==> src/rtl/prefix_seq_pkg.sv <==
package prefix_seq_pkg;

   typedef enum logic [1:0] {
      SEQ_FIRST = 2'd0,   // first group load, no store pending
      SEQ_LOAD  = 2'd1,   // load of next group overlapped with store of previous
      SEQ_SHIFT = 2'd2,   // shift-and-add step, step counter selects distance
      SEQ_DONE  = 2'd3    // final store / hold
   } seq_state_e;

endpackage

==> src/rtl/prefix_seq_fsm.sv <==
module prefix_seq_fsm
   import prefix_seq_pkg::*;
#(
   parameter int STEPS = 2,
   parameter int SHW   = 2
) (
   input  logic           clk_i,
   input  logic           rst_i,
   input  logic           more_i,
   output logic           load_o,
   output logic [SHW-1:0] shift_o,
   output logic           last_step_o,
   output logic           flag_o
);

   localparam logic [SHW-1:0] STEP_LAST = SHW'(STEPS);
   localparam logic [SHW-1:0] STEP_ONE  = SHW'(1);

   seq_state_e     state_q, state_d;
   logic [SHW-1:0] step_q, step_d;

   always_comb begin
      state_d = state_q;
      step_d  = step_q;
      unique case (state_q)
         SEQ_FIRST, SEQ_LOAD: begin
            state_d = SEQ_SHIFT;
            step_d  = STEP_ONE;
         end
         SEQ_SHIFT: begin
            if (step_q == STEP_LAST) begin
               state_d = more_i ? SEQ_LOAD : SEQ_DONE;
               step_d  = '0;
            end else begin
               step_d = step_q + STEP_ONE;
            end
         end
         default: begin
            state_d = SEQ_DONE;
            step_d  = '0;
         end
      endcase
   end

   always_ff @(posedge clk_i or posedge rst_i) begin
      if (rst_i) begin
         state_q <= SEQ_FIRST;
         step_q  <= '0;
      end else begin
         state_q <= state_d;
         step_q  <= step_d;
      end
   end

   assign load_o      = (state_q == SEQ_FIRST) || (state_q == SEQ_LOAD);
   assign shift_o     = (state_q == SEQ_SHIFT) ? step_q : '0;
   assign last_step_o = (state_q == SEQ_SHIFT) && (step_q == STEP_LAST);
   assign flag_o      = (state_q == SEQ_DONE);


   shift_climb_chk: assert property (@(posedge clk_i) disable iff (rst_i)
      (shift_o != '0 && shift_o != STEP_LAST) |=> (shift_o == $past(shift_o) + STEP_ONE));


   done_sticky_chk: assert property (@(posedge clk_i) disable iff (rst_i)
      flag_o |=> (flag_o && !load_o && shift_o == '0));

endmodule

==> src/rtl/prefix_seq_index.sv <==
module prefix_seq_index #(
   parameter int LANES = 4,
   parameter int IDX_W = 16
) (
   input  logic             clk_i,
   input  logic             rst_i,
   input  logic [IDX_W-1:0] len_i,
   input  logic             last_step_i,
   output logic             more_o,
   output logic [IDX_W-1:0] ld_o,
   output logic [IDX_W-1:0] st_o
);

   localparam logic [IDX_W:0]   STRIDE_W = (IDX_W+1)'(LANES);
   localparam logic [IDX_W-1:0] STRIDE   = IDX_W'(LANES);

   logic [IDX_W-1:0] ld_q, st_q;
   logic [IDX_W:0]   next_base;

   assign next_base = {1'b0, ld_q} + STRIDE_W;
   assign more_o    = next_base < {1'b0, len_i};

   always_ff @(posedge clk_i or posedge rst_i) begin
      if (rst_i) begin
         ld_q <= '0;
         st_q <= '0;
      end else if (last_step_i) begin
         st_q <= ld_q;
         if (more_o) begin
            ld_q <= ld_q + STRIDE;
         end
      end
   end

   assign ld_o = ld_q;
   assign st_o = st_q;


   ld_stride_chk: assert property (@(posedge clk_i) disable iff (rst_i)
      (ld_q != $past(ld_q)) |-> (ld_q == $past(ld_q) + STRIDE));

endmodule

==> src/rtl/prefix_seq_ready.sv <==
module prefix_seq_ready (
   input  logic clk_i,
   input  logic rst_i,
   input  logic flag_i,
   output logic ready_o
);

   logic ready_q;

   always_ff @(posedge clk_i or posedge rst_i) begin
      if (rst_i) ready_q <= 1'b0;
      else       ready_q <= flag_i;
   end

   assign ready_o = ready_q;


   ready_delay_chk: assert property (@(posedge clk_i) disable iff (rst_i)
      ##1 (ready_o == $past(flag_i)));

endmodule

==> src/rtl/prefix_seq_ctrl.sv <==
module prefix_seq_ctrl #(
   parameter int LANES = 4,
   parameter int LEN_W = 16,
   localparam int STEPS = $clog2(LANES),
   localparam int SHW   = $clog2(STEPS + 1)
) (
   input  logic             clk_i,
   input  logic             rst_i,
   input  logic [LEN_W-1:0] len_i,
   output logic             load_o,
   output logic [SHW-1:0]   shift_o,
   output logic [LEN_W-1:0] ld_base_o,
   output logic [LEN_W-1:0] st_base_o,
   output logic             done_flag_o,
   output logic             ready_o
);

   generate
      if (LANES < 2 || (LANES & (LANES - 1)) != 0) begin : g_bad_lanes
         $error("prefix_seq_ctrl: LANES must be a power of two >= 2");
      end
      if (LEN_W <= STEPS) begin : g_bad_len
         $error("prefix_seq_ctrl: LEN_W too narrow for LANES");
      end
   endgenerate

   logic more, last_step;

   prefix_seq_fsm #(.STEPS(STEPS), .SHW(SHW)) fsm_i (
      .clk_i       (clk_i),
      .rst_i       (rst_i),
      .more_i      (more),
      .load_o      (load_o),
      .shift_o     (shift_o),
      .last_step_o (last_step),
      .flag_o      (done_flag_o)
   );

   prefix_seq_index #(.LANES(LANES), .IDX_W(LEN_W)) index_i (
      .clk_i       (clk_i),
      .rst_i       (rst_i),
      .len_i       (len_i),
      .last_step_i (last_step),
      .more_o      (more),
      .ld_o        (ld_base_o),
      .st_o        (st_base_o)
   );

   prefix_seq_ready ready_i (
      .clk_i   (clk_i),
      .rst_i   (rst_i),
      .flag_i  (done_flag_o),
      .ready_o (ready_o)
   );


   load_noshift_chk: assert property (@(posedge clk_i) disable iff (rst_i)
      load_o |-> (shift_o == '0));


   store_trails_chk: assert property (@(posedge clk_i) disable iff (rst_i)
      (load_o && ld_base_o != '0) |-> (st_base_o == ld_base_o - LEN_W'(LANES)));

endmodule

==> config.mk <==
export PLATFORM = sky130hd
export DESIGN_NAME = prefix_seq_ctrl
export DESIGN_NICKNAME = d
export VERILOG_FILES = /design/src/rtl/prefix_seq_pkg.sv /design/src/rtl/prefix_seq_fsm.sv /design/src/rtl/prefix_seq_index.sv /design/src/rtl/prefix_seq_ready.sv /design/src/rtl/prefix_seq_ctrl.sv
export SDC_FILE = /design/constraint.sdc
export NUM_CORES = 1
export LEC_CHECK = 0
export BUFFER_PORTS_ARGS = -buffer_cell sky130_fd_sc_hd__buf_2
export CAP_MARGIN = 20
export CORE_MARGIN = 4
export CORE_UTILIZATION = 42
export CTS_BUF_LIST = sky130_fd_sc_hd__clkbuf_4
export DETAILED_ROUTE_END_ITERATION = 10
export MAX_ROUTING_LAYER = met4
export PLACE_DENSITY = 0.63
export SYNTH_ARGS = -nofsm -noshare
export SYNTH_HDL_FRONTEND = slang
export SYNTH_SLANG_ARGS = --single-unit
==> constraint.sdc <==
create_clock -name clk_i -period 7.5 [get_ports clk_i]
set_input_delay 0.375 -clock clk_i [delete_from_list [all_inputs] [get_ports clk_i]]
set_output_delay 0.375 -clock clk_i [all_outputs]
set_load 0.03 [all_outputs]
==> impl_metrics.ini, run 1 <==
[drt]
wl_um = 3860
vias = 1445
final_antenna_net_count = 0
dr.pass1.iters = 4
drtIter0Drc = 38
viasPerCell = 5.00
wire_per_inst_um = 13.4
drc = 0

[job]
maxCapViolCount = 0

[clock_network]
clock-sinks = 33
cts-hold-fix-buffers = 0
max-clock-path-buffers = 2
clock_latency_ns = 0.33
root_buffer = clkbuf_4
postCtsSetupBuffers = 0
cts_htree_levels = 2
cts_tree = yes
cts_buffers = 5
cts_resized = 0
clkSlewWorstSetupHoldPaths_ns = 0.11

[pwr]
switching_share_pct = 41.9
p_seq_share_pct = 42.5
leakage_nw = 1.30
p_int_mw = 0.345
comb_power_share_pct = 41.3
ir_drop_mv = 0.256
clkPwrFrac_pct = 16.3
p_per_area_nw_per_um2 = 254
switchingPower_mw = 0.249

[layout]
n_antenna_cell = 0
multiInputGateArea_um2 = 1040
nets = 269
final_area_um2 = 2340
synthToLayoutAreaGrowth_pct = 16.2
ff_latch_area_um2 = 826
final_util_pct = 51.9
drive_above_1_share_pct = 37.6
final_cell_mix = buf_2 (50), dfrtp_1 (33), inv_1 (22)
fill_cells = 435
final_common_cell = buf_2

[critical_path]
setup.worst_path.end_class = flip-flop
crit_type = reg2reg
crit_required_ns = 7.72
start_kind = flip-flop
r2r_cells = 11
r2r_setup_slack_ns = 3.96
cp_max_fo = 13
cp.arrival_ns = 3.76

[timing]
skew_ns = 0.0159
setup_viol_count_final = 0
slew_violations = 0
grt_setup_unrepaired = false
min_period_ns = 3.54
hold_viol_final = 0
max_freq_mhz = 282
period_share_pct = 47.2
slew_headroom_pct = 46.7
tns_ns = 0
max_slew.worst_pin.slew_ns = 0.799

[outcome]
status = finished, final reports clean

[global_routing]
grt-ovfl-total = 0
grt_usage_pct = 14.9
antenna_found_initial = 0
grt_max_degree = 34
grt_pass1_vias = 1448
grt_pass1_wl_um = 6920

[floorplan]
dieWidth_um = 77.2
fp.dieArea_um2 = 5960
start_util_pct = 44.6
die_y_um = 77.2
num_rows = 24
pin_count = 55
core_um2 = 4500

[placement]
place_congestion = 0.798
port_buffers = 50
dpl_cell_area_um2 = 2280
hpwlAfterDp_um = 2970

[synthesis]
ys.flop_type = dfrtp_1
syn_inst = 185
synth_warnings = 0
syn-cell-area_um2 = 2010
synth-seq-cells = 33
seq_area_frac_synth_pct = 41.1
synthArstFlopShare_pct = 100
yosys.cell_types.count = 37
avgSynthCellArea_um2 = 10.9
synth_edf_count = 0

[min_path]
hold_path.class = in2async
[through the flow]
stage                     hold slack (ns)  setup slack (ns)  instances  power (mW)
after floorplan                     0.436              4.28        188       0.441
after global placement              0.462              4.02        281       0.501
after detailed placement            0.468              3.95        281       0.505
after CTS                           0.112              3.93        289       0.604
after global routing                0.138              3.65        289       0.647
final                              0.0977              3.96        289       0.594
[synth_stat cells (5+ instances only)]
library cell | n | area share [%]
dfrtp_1 | 33 | 41
inv_1 | 22 | 4.1
ha_1 | 15 | 9.3
xnor2_1 | 15 | 6.5
mux2_2 | 14 | 7.8
nand3_2 | 9 | 4.5
xor2_1 | 9 | 3.9
and3_1 | 7 | 2.2
nand2_1 | 6 | 1.1
a21oi_1 | 5 | 1.2
buf_4 | 5 | 1.9
nand3_1 | 5 | 1.2
nor2_1 | 5 | 0.93
[area by class of cell]
type	count	area share, %
clock buffer	6	1.93
inverter	22	3.54
sequential	33	35.4
clock inverter	2	0.428
tap	52	2.79
timing repair buffer	52	11.4
multi-input combinational	122	44.6
[power by group through the flow]
| stage | Clock, mW | Sequential, mW | Combinational [mW] |
|---|---|---|---|
| floorplan | 0 | 0.293 | 0.148 |
| global placement | 0 | 0.254 | 0.247 |
| detailed placement | 0 | 0.256 | 0.249 |
| CTS | 0.101 | 0.253 | 0.250 |
| global route | 0.110 | 0.261 | 0.276 |
| finish | 0.0967 | 0.252 | 0.245 |
[final timing paths]
kind	from	end
min in group clk_i	fsm_i.step_q[0]$_DFF_PP0_	fsm_i.step_q[0]$_DFF_PP0_
hold reg to reg	fsm_i.step_q[0]$_DFF_PP0_	fsm_i.step_q[0]$_DFF_PP0_
setup reg to reg	index_i.ld_o[2]$_DFFE_PP0P_	index_i.ld_o[3]$_DFFE_PP0P_
setup / recovery	index_i.ld_o[2]$_DFFE_PP0P_	index_i.ld_o[3]$_DFFE_PP0P_
hold / removal	rst_i	index_i.st_o[5]$_DFFE_PP0P_
max in group asynchronous	rst_i	index_i.st_o[10]$_DFFE_PP0P_
[critical path, cell delays in order (launching register included)]
cell,delay [ns]
dfrtp_1,0.46
ha_1,0.29
nand3_1,0.16
nor2_1,0.26
and3_1,0.25
xor2_1,0.16
ha_1,0.26
a21oi_1,0.23
o211ai_4,0.11
a311oi_4,0.75
nand2_2,0.18
mux2_4,0.34
[routing by layer]
metal / global-route usage [%] / part of all wire (%) / vias up
met5: - / 0 / -
met4: 5.16 / 1.4 / 0
met3: 3.63 / 5.7 / 6
met2: 22.8 / 47 / 42
met1: 19.4 / 45 / 674
li1: - / - / 723
[logic make-up after synthesis]
kind of cell,Yosys count,share of synthesized area (%)
fa+ha+maj,15,9.33
compound gates,14,6.10
other cells,1,0.187
mux,15,8.59
flops,33,41.1
buf+inv,33,7.65
xor+xnor,25,11.3
simple gates,49,15.8
[flip-flops by register name, summed over array words and instances, names as in the netlist]
| signal | cells |
|---|---|
| fsm_i.step_q | 2 |
| index_i.st_o | 14 |
| fsm_i.state_q | 2 |
| ready_i.ready_o | 1 |
| index_i.ld_o | 14 |
Note: power is estimated with default switching activity, not from simulation.
==> run 2, diff against run 1 <==
ABC_AREA = 1   (was not set)
clock period = 3.5 ns   (was 7.5 ns; I/O delays follow)
==> run 2 against run 1 <==
  * Total power up 130%
  * Non-clock buffer count unchanged
  * Clock power rose to 3.0 times the previous value
  * Synthesized area up 4.6%
  * First-iteration DRC count up 92%
  * Routed wire length up 23%
  * Cell count up 37%
  * Critical path depth up 4
  * Sequential power up 110%
  * Fmax up 27%
  * Critical path type unchanged
  * Critical endpoint is now index_i.ld_o[5]$_DFFE_PP0P_
  * Largest power group is now combinational cells
==> impl_metrics.ini, run 2 <==
[pwr]
leakage_nw = 1.45
switchingPower_mw = 0.577
switching_share_pct = 42.7
p_int_mw = 0.773
p_seq_share_pct = 38.8
ir_drop_mv = 0.270
comb_power_share_pct = 39.5
p_per_area_nw_per_um2 = 545
p_total_mw = 1.35
clkPwrFrac_pct = 21.7

[layout]
final_common_cell = nand2_1
final_cell_mix = nand2_1 (83), buf_2 (50), inv_1 (47)
synthToLayoutAreaGrowth_pct = 17.8
stdcell_count = 396
n_antenna_cell = 0
fill_cells = 507
final_util_pct = 51.8
final_area_um2 = 2480
drive_above_1_share_pct = 23.1
nets = 361

[placement]
dpl_cell_area_um2 = 2380
port_buffers = 50
dp_cells = 387
place_congestion = 0.810
pre_cts_slack_ns = 0.780
hpwlAfterDp_um = 3580

[floorplan]
num_rows = 25
core_um2 = 4790
fp.dieArea_um2 = 6200
start_util_pct = 43.9
die_y_um = 78.8
dieWidth_um = 78.8
pin_count = 55

[synthesis]
yosysTopAreaCell = dfrtp_1
yosysMostFrequentCell = nand2_1
netlist.area_leader.share_pct = 39.3
seq_area_frac_synth_pct = 39.3
yosys-top-cells-area = dfrtp_1 (39%), nand2_1 (15%), ha_1 (8.9%), inv_1 (8.4%), nand3_1 (6.2%)
synthArstFlopShare_pct = 100
synth_warnings = 0
yosys.cell_types.count = 28
syn-cell-area_um2 = 2100
syn_inst = 275
synth_edf_count = 0
avgSynthCellArea_um2 = 7.65
ys.flop_type = dfrtp_1
synth-seq-cells = 33
ys_top_cells_by_count = nand2_1 (83), inv_1 (47), dfrtp_1 (33)

[drt]
drc = 0
wire_per_inst_um = 12.0
wl_um = 4740
vias = 1784
viasPerCell = 4.51
drtIter0Drc = 73
dr.pass1.iters = 4
final_antenna_net_count = 0

[clock_network]
root_buffer = clkbuf_4
clock_latency_ns = 0.35
cts_tree = yes
postCtsSetupBuffers = 0
cts_buffers = 5
clkSlewWorstSetupHoldPaths_ns = 0.12
cts_resized = 0
clock-sinks = 33
cts_htree_levels = 2
max-clock-path-buffers = 2

[global_routing]
grt_max_degree = 34
grt_pass1_wl_um = 7900
grt_usage_pct = 16.6
antenna_found_initial = 0
grt_pass1_vias = 1695
grt-ovfl-total = 0

[timing]
max_slew.worst_pin.slew_ns = 0.735
slew_headroom_pct = 50.9
slew_violations = 0
setup_viol_count_final = 0
min_period_ns = 2.78
hold_ws_ns = 0.455
skew_ns = 0.0161
setup_slack_ns = 0.719
period_share_pct = 79.4
tns_ns = 0
grt_setup_unrepaired = false
max_freq_mhz = 360
hold_viol_final = 0

[critical_path]
cp.arrival_ns = 3.03
worstSetupStartpoint = index_i.ld_o[3]$_DFFE_PP0P_
cp_max_fo = 15
r2r-start = index_i.ld_o[3]$_DFFE_PP0P_
crit_type = reg2reg
start_kind = flip-flop
crit_required_ns = 3.75
setup.worst_path.end_class = flip-flop

[min_path]
hold_path.class = in2async

[job]
maxCapViolCount = 0

[outcome]
status = finished, final reports clean
-- run 2: power groups by stage --
stage	logic (mW)	registers, mW	clock network (mW)
final	0.533	0.524	0.294
after detailed placement	0.536	0.530	0
after global placement	0.532	0.529	0
after global routing	0.593	0.533	0.321
after CTS	0.539	0.523	0.302
after floorplan	0.291	0.632	0
-- run 2: final cells by class --
cell class,instances,area [um^2],area share [%]
Inverter,51,191,7.72
Sequential cell,33,826,33.3
Clock inverter,3,46.3,1.87
Tap cell,67,83.8,3.38
Multi-Input combinational cell,185,1030,41.4
Timing Repair Buffer,52,268,10.8
Clock buffer,5,37.5,1.51
-- run 2: kinds of logic after synthesis --
group                      synth area share (%)
DFF                                        39.3
muxes                                      2.14
buffers and inverters                      12.5
xor gates and xnor gates                   2.50
AOI/OAI and AO/OA                          4.28
other                                     0.178
adders and majority gates                  8.92
and+or+nand+nor                            30.2
-- run 2: critical path, stage by stage (launching register included) --
cell and delay (ns):
dfrtp_1 0.45, ha_1 0.23, nand3_2 0.15, nor2_4 0.24
nand3_1 0.10, nand2_1 0.08, nand2_1 0.08, ha_1 0.30
nand2_1 0.06, a21boi_0 0.07, nor2_1 0.15, nand2_2 0.09
nor2_4 0.38, nand2_8 0.15, nand2_1 0.09, nand2_1 0.06
-- run 2: final timing paths --
| check | end | cells after the start | slack (ns) |
|---|---|---|---|
| max | index_i.ld_o[5]$_DFFE_PP0P_ | 15 | 0.72 |
| min in group clk_i | index_i.st_o[5]$_DFFE_PP0P_ | 2 | 0.49 |
| min reg2reg | index_i.st_o[5]$_DFFE_PP0P_ | 2 | 0.49 |
| min | index_i.st_o[6]$_DFFE_PP0P_ | 4 | 0.46 |
| max reg2reg | index_i.ld_o[5]$_DFFE_PP0P_ | 15 | 0.72 |
| max in group asynchronous | fsm_i.step_q[0]$_DFF_PP0_ | 4 | 2.73 |
-- run 2: layer usage --
| metal | global-route usage, % | wire length (um) | vias up |
|---|---|---|---|
| met4 | 6.64 | 84 | 0 |
| met3 | 3.74 | 285 | 8 |
| li1 | - | - | 949 |
| met5 | - | 0 | - |
| met1 | 21.8 | 2320 | 779 |
| met2 | 25.0 | 2040 | 48 |
-- run 2: timing repair --
action / 4_1_cts / 5_1_grt
hold buffers: 1 / 0
endpoints found under the setup margin: 0 / 0
endpoints found under the hold margin: 33 / 0
==> run 3, diff against run 2 <==
PLACE_DENSITY = 0.65   (was 0.63)
clock period = 2.5 ns   (was 3.5 ns; I/O delays follow)
==> run 3 against run 2 <==
  * Sequential share of layout area down 5.4 points
  * Largest cell class unchanged
  * Clock power up 36%
  * Combinational power up 80%
==> impl_metrics.ini, run 3 (synthesis results as in run 2) <==
[outcome]
status = finished, final reports clean

[floorplan]
dieWidth_um = 78.8
num_rows = 25
start_util_pct = 43.9
fp.dieArea_um2 = 6200
pin_count = 55
die_y_um = 78.8
core_um2 = 4790

[drt]
drtIter0Drc = 120
dr.pass1.iters = 4
drc = 0
wire_per_inst_um = 13.1
wl_um = 5460
vias = 2000
viasPerCell = 4.80
final_antenna_net_count = 0

[global_routing]
grt_usage_pct = 16.4
grt_pass1_vias = 1682
grt_max_degree = 34
antenna_found_initial = 0
grt-ovfl-total = 0
grt_pass1_wl_um = 7760

[clock_network]
cts_tree = yes
cts_htree_levels = 2
root_buffer = clkbuf_4
clock-sinks = 33
max-clock-path-buffers = 2
cts_buffers = 5
clock_latency_ns = 0.34
clkSlewWorstSetupHoldPaths_ns = 0.10

[layout]
drive_above_1_share_pct = 43.4
final_common_cell = nand2_1
n_antenna_cell = 0
nets = 382
final_util_pct = 62.4
synthToLayoutAreaGrowth_pct = 41.9
final_cell_mix = nand2_1 (61), buf_2 (50), inv_1 (46)

[min_path]
hold_path.startpoint = len_i[1]
hold_path.class = in2reg
holdPathStages = 6
hold_end = fsm_i.state_q[1]$_DFFE_PP0P_

[pwr]
leakage_nw = 1.59
p_per_area_nw_per_um2 = 704
ir_drop_mv = 0.431

[critical_path]
crit_required_ns = 2.79
cp_max_fo = 7
setup.worst_path.end_class = flip-flop
r2r_setup_slack_ns = 0.04
start_kind = flip-flop
crit_type = reg2reg
cp.arrival_ns = 2.74
cp.buffers_inverters = 1
critPathTopFamily = simple AND/OR/NAND/NOR gates
r2r-start = index_i.ld_o[3]$_DFFE_PP0P_
r2r_cells = 14
cp_slowest_cell = dfrtp_2
critPathMaxStageDelay_ns = 0.43
crit_chain = ha_4 -> nand3_4 -> nor2_4 -> nand4_1 -> nand2_2 -> ha_4 -> nand2_1 -> a21boi_1 -> nor2_1 -> nand2_2 -> nor2_4 -> buf_6 -> nand3_1 -> nand2_1
r2r-end = index_i.ld_o[9]$_DFFE_PP0P_

[timing]
skew_ns = 0.00570
tns_ns = 0
min_period_ns = 2.46
max_slew.worst_pin.slew_ns = 0.692
slew_violations = 0
grt_setup_unrepaired = true
setup_viol_count_final = 0
max_freq_mhz = 407
hold_viol_final = 0
setup_slack_ns = 0.0409
slew_headroom_pct = 53.7
period_share_pct = 98.4

[placement]
place_congestion = 0.848
hpwlAfterDp_um = 3740
port_buffers = 50
pre_cts_slack_ns = -0.0117

[job]
maxCapViolCount = 0
-- run 3: worst max path at each step --
stage          cells after the start  slack, ns                        start                            to
3_5_place_dp                      14      -0.01  index_i.ld_o[5]$_DFFE_PP0P_  index_i.ld_o[13]$_DFFE_PP0P_
4_1_cts                           15       0.05  index_i.ld_o[2]$_DFFE_PP0P_  index_i.ld_o[13]$_DFFE_PP0P_
3_3_place_gp                      14       0.04  index_i.ld_o[5]$_DFFE_PP0P_  index_i.ld_o[13]$_DFFE_PP0P_
5_1_grt                           15      -0.08  index_i.ld_o[3]$_DFFE_PP0P_   index_i.ld_o[9]$_DFFE_PP0P_
6_report                          14       0.04  index_i.ld_o[3]$_DFFE_PP0P_   index_i.ld_o[9]$_DFFE_PP0P_
2_1_floorplan                     16     0.0006  index_i.ld_o[2]$_DFFE_PP0P_   index_i.ld_o[5]$_DFFE_PP0P_
-- run 3: metal layers --
layer | vias up | global-route usage, % | routed length, um
met3 | 6 | 3.06 | 395
met5 | - | - | 0
li1 | 999 | - | -
met2 | 68 | 23.9 | 2550
met4 | 0 | 6.29 | 82
met1 | 927 | 22.6 | 2430
-- run 3: power breakdown --
group / leakage [nW] / switching, mW / total [mW] / internal (mW)
logic: 1.12 / 0.601 / 0.960 / 0.359
registers: 0.425 / 0.103 / 0.740 / 0.638
clock network: 0.0433 / 0.182 / 0.400 / 0.219
-- run 3: cell type report --
cell class              count  area, um^2
multi-input cells         188        1360
well taps                  67        83.8
clock buffers               6        45.0
repair buffers             70         439
flip-flops and latches     33         833
clock inverters             2        33.8
inverters                  51         191
fillers                   418        1800
-- run 3: metrics by stage --
stage	std cells	cell area (um^2)	hold slack, ns	total power, mW
floorplan	278	2120	0.254	1.29
global placement	393	2430	0.238	1.51
detailed placement	393	2430	0.235	1.52
CTS	402	2520	0.409	1.92
global route	417	2980	0.420	2.25
finish	417	2980	0.397	2.10
-- run 3: timing repair --
| action | in CTS | in global routing |
|---|---|---|
| hold buffers | 1 | 0 |
| pin swaps | 0 | 35 |
| setup endpoints to repair | 13 | 15 |
| buffers inserted | 0 | 12 |
| endpoints found under the hold margin | 33 | 0 |
| gates resized for setup | 1 | 72 |
| cloned | 0 | 3 |
-- run 3: worst reg2reg max path: cells and delay by family, from the launching register on --
kind | cells | cell delay, ns
simple gates | 10 | 1.36
flops | 1 | 0.43
fa+ha+maj | 2 | 0.39
compound gates | 1 | 0.05
buf+inv | 1 | 0.19
